File: config.mk
export PLATFORM = sky130hd
export DESIGN_NAME = clk_fanout_ctrl
export DESIGN_NICKNAME = d
export VERILOG_FILES = /design/src/rtl/cfo_pkg.sv /design/src/rtl/cfo_sync.sv /design/src/rtl/cfo_pwr_ctrl.sv /design/src/rtl/cfo_gate_cell.sv /design/src/rtl/clk_fanout_ctrl.sv
export SDC_FILE = /design/constraint.sdc
export NUM_CORES = 1
export LEC_CHECK = 0
export BUFFER_PORTS_ARGS = -buffer_cell sky130_fd_sc_hd__buf_2
export CAP_MARGIN = 10
export CORE_UTILIZATION = 50
export DETAILED_ROUTE_END_ITERATION = 7
export PLACE_DENSITY = 0.84
export SLEW_MARGIN = 20
export SYNTH_ARGS = -nofsm -noshare
export SYNTH_HDL_FRONTEND = slang
export SYNTH_SLANG_ARGS = --single-unit
File: constraint.sdc
create_clock -name clk_i -period 1.7 [get_ports clk_i]
set_input_delay 0.17 -clock clk_i [delete_from_list [all_inputs] [get_ports clk_i]]
set_output_delay 0.17 -clock clk_i [all_outputs]
set_load 0.03 [all_outputs]
File: src/rtl/cfo_pkg.sv
package cfo_pkg;

    typedef enum logic [1:0] {
        PWR_WAIT = 2'd0,
        PWR_RUN  = 2'd1,
        PWR_DOWN = 2'd2
    } pwr_state_e;

    typedef struct packed {
        pwr_state_e state;
        logic       held;
        logic       strap;
    } pwr_ctx_t;

    localparam pwr_ctx_t PWR_CTX_RESET = '{state: PWR_WAIT, held: 1'b0, strap: 1'b0};

    function automatic logic lane_want(input logic pin_n, input logic reg_bit, input logic run);
        return run & reg_bit & ~pin_n;
    endfunction

endpackage

File: src/rtl/cfo_sync.sv
module cfo_sync #(
    parameter int unsigned WIDTH  = 1,
    parameter int unsigned STAGES = 2
) (
    input  logic             clk_i,
    input  logic             rst_i,
    input  logic [WIDTH-1:0] d_i,
    input  logic [WIDTH-1:0] rst_val_i,
    output logic [WIDTH-1:0] q_o
);
    logic [WIDTH-1:0] stage_q [STAGES];

    generate
        for (genvar s = 0; s < STAGES; s++) begin : g_stage
            always_ff @(posedge clk_i) begin
                if (rst_i) begin
                    stage_q[s] <= rst_val_i;
                end else if (s == 0) begin
                    stage_q[s] <= d_i;
                end else begin
                    stage_q[s] <= stage_q[(s == 0) ? 0 : s-1];
                end
            end
        end
    endgenerate

    assign q_o = stage_q[STAGES-1];
endmodule

File: src/rtl/cfo_pwr_ctrl.sv
module cfo_pwr_ctrl
    import cfo_pkg::*;
#(
    parameter int unsigned QUAL = 2
) (
    input  logic clk_i,
    input  logic rst_i,
    input  logic pg_sync_i,
    input  logic strap_i,
    output logic run_o,
    output logic held_o,
    output logic fsel_o
);
    localparam int unsigned CW = $clog2(QUAL + 1);
    localparam logic [CW-1:0] LAST_LOW = CW'(QUAL - 1);

    pwr_ctx_t        ctx_q;
    logic [CW-1:0]   low_q;

    always_ff @(posedge clk_i) begin
        if (rst_i) begin
            ctx_q <= PWR_CTX_RESET;
            low_q <= '0;
        end else begin
            unique case (ctx_q.state)
                PWR_WAIT: begin
                    low_q <= '0;
                    if (pg_sync_i) begin
                        ctx_q.state <= PWR_RUN;
                        ctx_q.held  <= 1'b1;
                        ctx_q.strap <= strap_i;
                    end
                end
                PWR_RUN: begin
                    if (pg_sync_i) begin
                        low_q <= '0;
                    end else if (low_q == LAST_LOW) begin
                        low_q       <= '0;
                        ctx_q.state <= PWR_DOWN;
                    end else begin
                        low_q <= low_q + 1'b1;
                    end
                end
                PWR_DOWN: begin
                    low_q <= '0;
                    if (pg_sync_i) begin
                        ctx_q.state <= PWR_RUN;
                    end
                end
                default: begin
                    ctx_q <= PWR_CTX_RESET;
                    low_q <= '0;
                end
            endcase
        end
    end

    assign run_o  = (ctx_q.state == PWR_RUN);
    assign held_o = ctx_q.held;
    assign fsel_o = ctx_q.strap;
endmodule

File: src/rtl/cfo_gate_cell.sv
module cfo_gate_cell (
    input  logic clk_i,
    input  logic rst_i,
    input  logic want_i,
    output logic en_o,
    output logic p_o,
    output logic n_o
);
    logic en_q;
    logic en_n_q;

    // true-line enable moves while the clock is low
    always_ff @(negedge clk_i) begin
        if (rst_i) begin
            en_q <= 1'b0;
        end else begin
            en_q <= want_i;
        end
    end

    // complement-line enable moves while its line is low (clock high)
    always_ff @(posedge clk_i) begin
        if (rst_i) begin
            en_n_q <= 1'b0;
        end else begin
            en_n_q <= en_q;
        end
    end

    assign en_o = en_q;
    assign p_o  = clk_i & en_q;
    assign n_o  = ~clk_i & en_n_q;
endmodule

File: src/rtl/clk_fanout_ctrl.sv
module clk_fanout_ctrl
    import cfo_pkg::*;
#(
    parameter int unsigned NOUT        = 8,
    parameter int unsigned SYNC_STAGES = 2,
    parameter int unsigned PD_QUAL     = 2
) (
    input  logic            clk_i,
    input  logic            rst_i,
    input  logic [NOUT-1:0] oe_n_i,
    input  logic            pwrgd_i,
    input  logic            fsel_strap_i,
    input  logic            wr_en_i,
    input  logic [NOUT-1:0] wr_data_i,
    output logic [NOUT-1:0] clk_p_o,
    output logic [NOUT-1:0] clk_n_o,
    output logic            fsel_o
);
    localparam int unsigned SW = NOUT + 1;

    logic [SW-1:0]   sync_in;
    logic [SW-1:0]   sync_out;
    logic [SW-1:0]   sync_rst;
    logic [NOUT-1:0] oe_n_sync;
    logic            pg_sync;
    logic [NOUT-1:0] en_reg_q;
    logic [NOUT-1:0] gate_en;
    logic            pwr_run;
    logic            strap_held;

    assign sync_in  = {pwrgd_i, oe_n_i};
    assign sync_rst = {1'b0, {NOUT{1'b1}}};

    cfo_sync #(
        .WIDTH  (SW),
        .STAGES (SYNC_STAGES)
    ) u_sync (
        .clk_i     (clk_i),
        .rst_i     (rst_i),
        .d_i       (sync_in),
        .rst_val_i (sync_rst),
        .q_o       (sync_out)
    );

    assign oe_n_sync = sync_out[NOUT-1:0];
    assign pg_sync   = sync_out[NOUT];

    always_ff @(posedge clk_i) begin
        if (rst_i) begin
            en_reg_q <= '1;
        end else if (wr_en_i) begin
            en_reg_q <= wr_data_i;
        end
    end

    cfo_pwr_ctrl #(
        .QUAL (PD_QUAL)
    ) u_pwr (
        .clk_i     (clk_i),
        .rst_i     (rst_i),
        .pg_sync_i (pg_sync),
        .strap_i   (fsel_strap_i),
        .run_o     (pwr_run),
        .held_o    (strap_held),
        .fsel_o    (fsel_o)
    );

    generate
        for (genvar i = 0; i < NOUT; i++) begin : g_lane
            cfo_gate_cell u_cell (
                .clk_i  (clk_i),
                .rst_i  (rst_i),
                .want_i (lane_want(oe_n_sync[i], en_reg_q[i], pwr_run)),
                .en_o   (gate_en[i]),
                .p_o    (clk_p_o[i]),
                .n_o    (clk_n_o[i])
            );
        end
    endgenerate
endmodule

**Word-level counts from Yosys, hierarchy flattened**

Memory sizes are Yosys's and may differ from the RTL's.
Cells that the tools add are included.

- Add/sub/neg operators: 1
- $mul: 0
- Div/mod/pow operators: 0
- $lt $le $gt $ge: 0
- Equality and inequality tests: 7
- Shift-type cells: 0
- Multiplexer cells: 11
- Bitwise logic cells: 45
- Reduce and logical (&&, ||, !) cells: 5

Operators by type and width:

| kind | number |
|---|---|
| 1-bit AND | 32 |
| 9-bit two-way mux | 2 |
| 1-bit NOT | 11 |
| 2-bit two-way mux | 3 |
| 2-bit != test, second input constant | 3 |
| 2-bit one-hot mux with 3 select lines | 1 |
| 2-bit by 1-bit == test with 1-bit output, second input constant | 2 |
| 4-bit two-way mux | 1 |
| 4-bit AND reduction | 1 |
| 4-bit OR reduction | 1 |
| 1-bit two-way mux | 3 |
| 2-bit by 1-bit adder with 2-bit output, second input constant | 1 |
| 2-bit == test, second input constant | 1 |
| 2-bit logical NOT | 1 |
| 2-bit by 1-bit != test with 1-bit output, second input constant | 1 |
| 1-bit OR | 2 |
| 1-bit one-hot mux with 2 select lines | 1 |
| 2-bit AND reduction | 1 |
| 2-bit OR reduction | 1 |

- Flip-flop bits (word level): 29
- Bits in latches: 0
- Memory bits (writable): 18
- ROM bits: 0
- Memories: 1

Memory list:

| name | words | bits a word | rd ports | clocked after Yosys merged registers in | write ports | line | text |
|---|---|---|---|---|---|---|---|
| u_sync.stage_q | 2 | 9 | 2 | 0 | 2 | cfo_sync.sv:11 | `logic [WIDTH-1:0] stage_q [STAGES];` |

**Longest topological paths before layout**

- Depth in word-level cells: 4
- Gate-level depth with buffers: 5

**Hierarchy**

From an unflattened synthesis, not the netlist that was laid out.

- Cells, all modules: 176
- Area total of the unflattened synthesis: 1,900.6 µm²

Modules (own cells, without submodules):

| module | instances | cells an instance | area an instance (µm²) | seq. area each (µm²) |
|---|---|---|---|---|
| cfo_sync | 1 | 38 | 631.9 | 360.3 |
| cfo_gate_cell | 8 | 7 | 68.8 | 40.0 |
| clk_fanout_ctrl | 1 | 45 | 374.1 | 160.2 |
| cfo_pwr_ctrl | 1 | 37 | 344.1 | 120.1 |

==> flow_summary.yaml <==
status:
  outcome: "finished, violations left"
  violations: "setup timing"
worst_setup_path:
  cp_num_buf_inv: 1
  cp.depth: 2
  critPathSlowestCell: "dfxtp_2"
  cp_data_required_time_ns: 1.53
  cp-start-kind: "flop"
  critPathArrivalTime_ns: 1.99
  worst_setup_path_end_kind: "output pin"
  rr_worst_depth: 5
  critPathMaxStageDelay_ns: 0.33
  criticalPathCategory: "flop to output pin"
  worstPathMaxFanout: 2
  path_cells: "and2_4, buf_6"
  cp_top_family: "flip-flops"
placement:
  gp_routability_congestion: 0.705
  placedCellCount: 228
  port_buffers: 37
  dp_hpwl_mm: 1.88
sta:
  setup_viol_count_final: 24
  hold_viol: 0
  grt_setup_unrepaired: "true"
  fin_ws_ns: -0.463
  hold_ws_ns: 0.120
  setup_tns_ns: -4.31
  finalMaxSlewViolations: 0
  maxSlewHeadroom: 0.779
  skew_ns: 0.0788
  worst_pin_slew_ns: 0.332
final_layout:
  area_growth_pct: 48.7
  layout_commonest_cell: "dfxtp_1"
  fin_nets: 252
  instances_no_fill: 273
  drive_above_1_share: 0.511
  final_core_util: 0.781
  mostFrequentLayoutCells: "dfxtp_1, buf_2, nor2b_1, dlygate4sd3_1, or2_2"
  antennaDiodeCount: 0
power:
  intPower_w: 0.00224
  swShare: 0.306
  p_per_area_nw_per_um2: 1240
  p_switching_w: 0.000986
  p_clk_frac: 0.488
  power_frac_seq: 0.371
  p_leak_nw: 1.13
  vdd_drop_max_mv: 0.702
  combPwrFrac: 0.141
floorplan:
  die_height_um: 61.2
  num_rows: 21
  floorplan.initialDensity: 0.525
  top_level_ports: 38
  die_w_um: 61.2
  core-area_um2: 3340
  die_area_um2: 3750
yosys:
  syn_inst: 162
  yosys.area.top_type: "dfxtp_1"
  yosys.cell_types.count: 24
  synth_seq_area_share: 0.537
  yosys_warnings: 0
  synth_area_um2: 1750
  synth-seq-cells: 47
  syn-num-nets: 189
  synth_top_cell_area_share: 0.537
  avgSynthCellArea_um2: 10.8
  ys_top_cells_by_area: "dfxtp_1, nor2b_1, buf_4, or2_2, ha_1"
detailed_routing:
  drc: 0
  wl_per_cell_um: 13.6
  vias: 1315
  vias_per_cell: 4.82
  drt_iter0_markers: 54
  dr.pass1.iters: 4
  detail-route-antenna-nets: 0
  drt-total-wl_mm: 3.70
global_routing:
  grt_usage: 0.205
  grt_remaining_overflow: 0
  first_global_vias: 1243
  grt_start_max_net_pins: 40
  antenna_found_initial: 0
  grt_pass1_wl_mm: 5.00
clock_network:
  clk_pin_slew_worst_paths_ns: 0.14
  worstSkewPairLatency_ns: 0.56
  cts_tree: "built"
min_path:
  hold-path-cell-count: 2
  min_path_type: "input pin to flop"
job:
  max_cap_viol_count: 0
## cell type report
cell class                      count  area, um^2
Clock buffer                       30         359
Multi-Input combinational cell     88         788
Fill cell                         201         731
Clock inverter                     11        51.3
Sequential cell                    47         953
Inverter                            3        11.3
Timing Repair Buffer               48         385
Tap cell                           46        57.6
## kinds of logic (layout without fill, tap and decap cells)
kind of cell	Yosys count	count (layout)	share of synthesized area
buf+inv	27	92	0.0999
mux	2	2	0.0143
simple gates	69	69	0.252
fa+ha+maj	6	6	0.0428
compound gates	11	11	0.0542
flops	47	47	0.537
## worst paths after layout
path                               from               endpoint  slack [ns]
setup reg to reg         u_pwr.ctx_q[3]  g_lane[4].u_cell.en_o       -0.13
hold / removal                  wr_en_i            en_reg_q[7]        0.12
hold reg to reg    u_sync.stage_q[0][5]   u_sync.stage_q[1][5]        0.42
setup / recovery  g_lane[3].u_cell.en_o             clk_p_o[3]       -0.46
## stage by stage
step	setup slack, ns	total power [W]	area, um^2
finish	-0.463	0.00322	2610
CTS	-0.437	0.00309	2510
global placement	-0.0698	0.00159	1950
detailed placement	-0.130	0.00161	1950
floorplan	-0.0658	0.00154	1810
global route	-0.511	0.00338	2610
## sequential cells by signal, indices dropped and copies added (netlist names)
register / cells
u_sync.stage_q: 18
en_reg_q: 8
g_lane.u_cell.en_n_q: 8
g_lane.u_cell.en_o: 8
u_pwr.ctx_q: 2
u_pwr.low_q: 2
u_pwr.fsel_o: 1
## metal layers
layer  track usage  wire [um]  part of all wire
met5             0          0                 0
met4         0.218        172             0.046
met3         0.120        219             0.059
met2         0.292       1860              0.50
met1         0.199       1450              0.39
## power by group through the flow
| stage | sequential [W] | clock, W | combinational, W |
|---|---|---|---|
| after CTS | 0.00119 | 0.00146 | 0.000428 |
| after detailed placement | 0.00122 | 0.0000553 | 0.000342 |
| final | 0.00120 | 0.00157 | 0.000455 |
| after global routing | 0.00120 | 0.00169 | 0.000488 |
| after floorplan | 0.00122 | 0.000101 | 0.000223 |
| after global placement | 0.00121 | 0.0000553 | 0.000316 |
## Yosys cell counts
library cell   n
a211o_1        8
a21oi_1        1
a2bb2oi_2      1
and2_1         8
and2b_1        1
and2b_2        1
buf_2          2
buf_4         17
buf_6          1
clkbuf_1       3
dfxtp_1       47
ha_1           6
inv_1          4
mux2_4         1
mux2i_1        1
nand2b_1       4
nand4b_1       1
nor2_1         2
nor2b_1       25
nor3_1         1
nor3b_1        8
nor4_1         2
o21ai_0        1
or2_2         16
## repair_timing
| action | 4_1_cts | 5_1_grt |
|---|---|---|
| hold buffers | 18 | 0 |
| endpoints found under the setup margin | 32 | 32 |
| endpoints found under the hold margin | 18 | 0 |
| setup buffers | 1 | 1 |
| gates cloned | 1 | 0 |
| gates resized for setup | 45 | 21 |
| pin swaps | 8 | 1 |
Power figures use the tool's default switching activity.
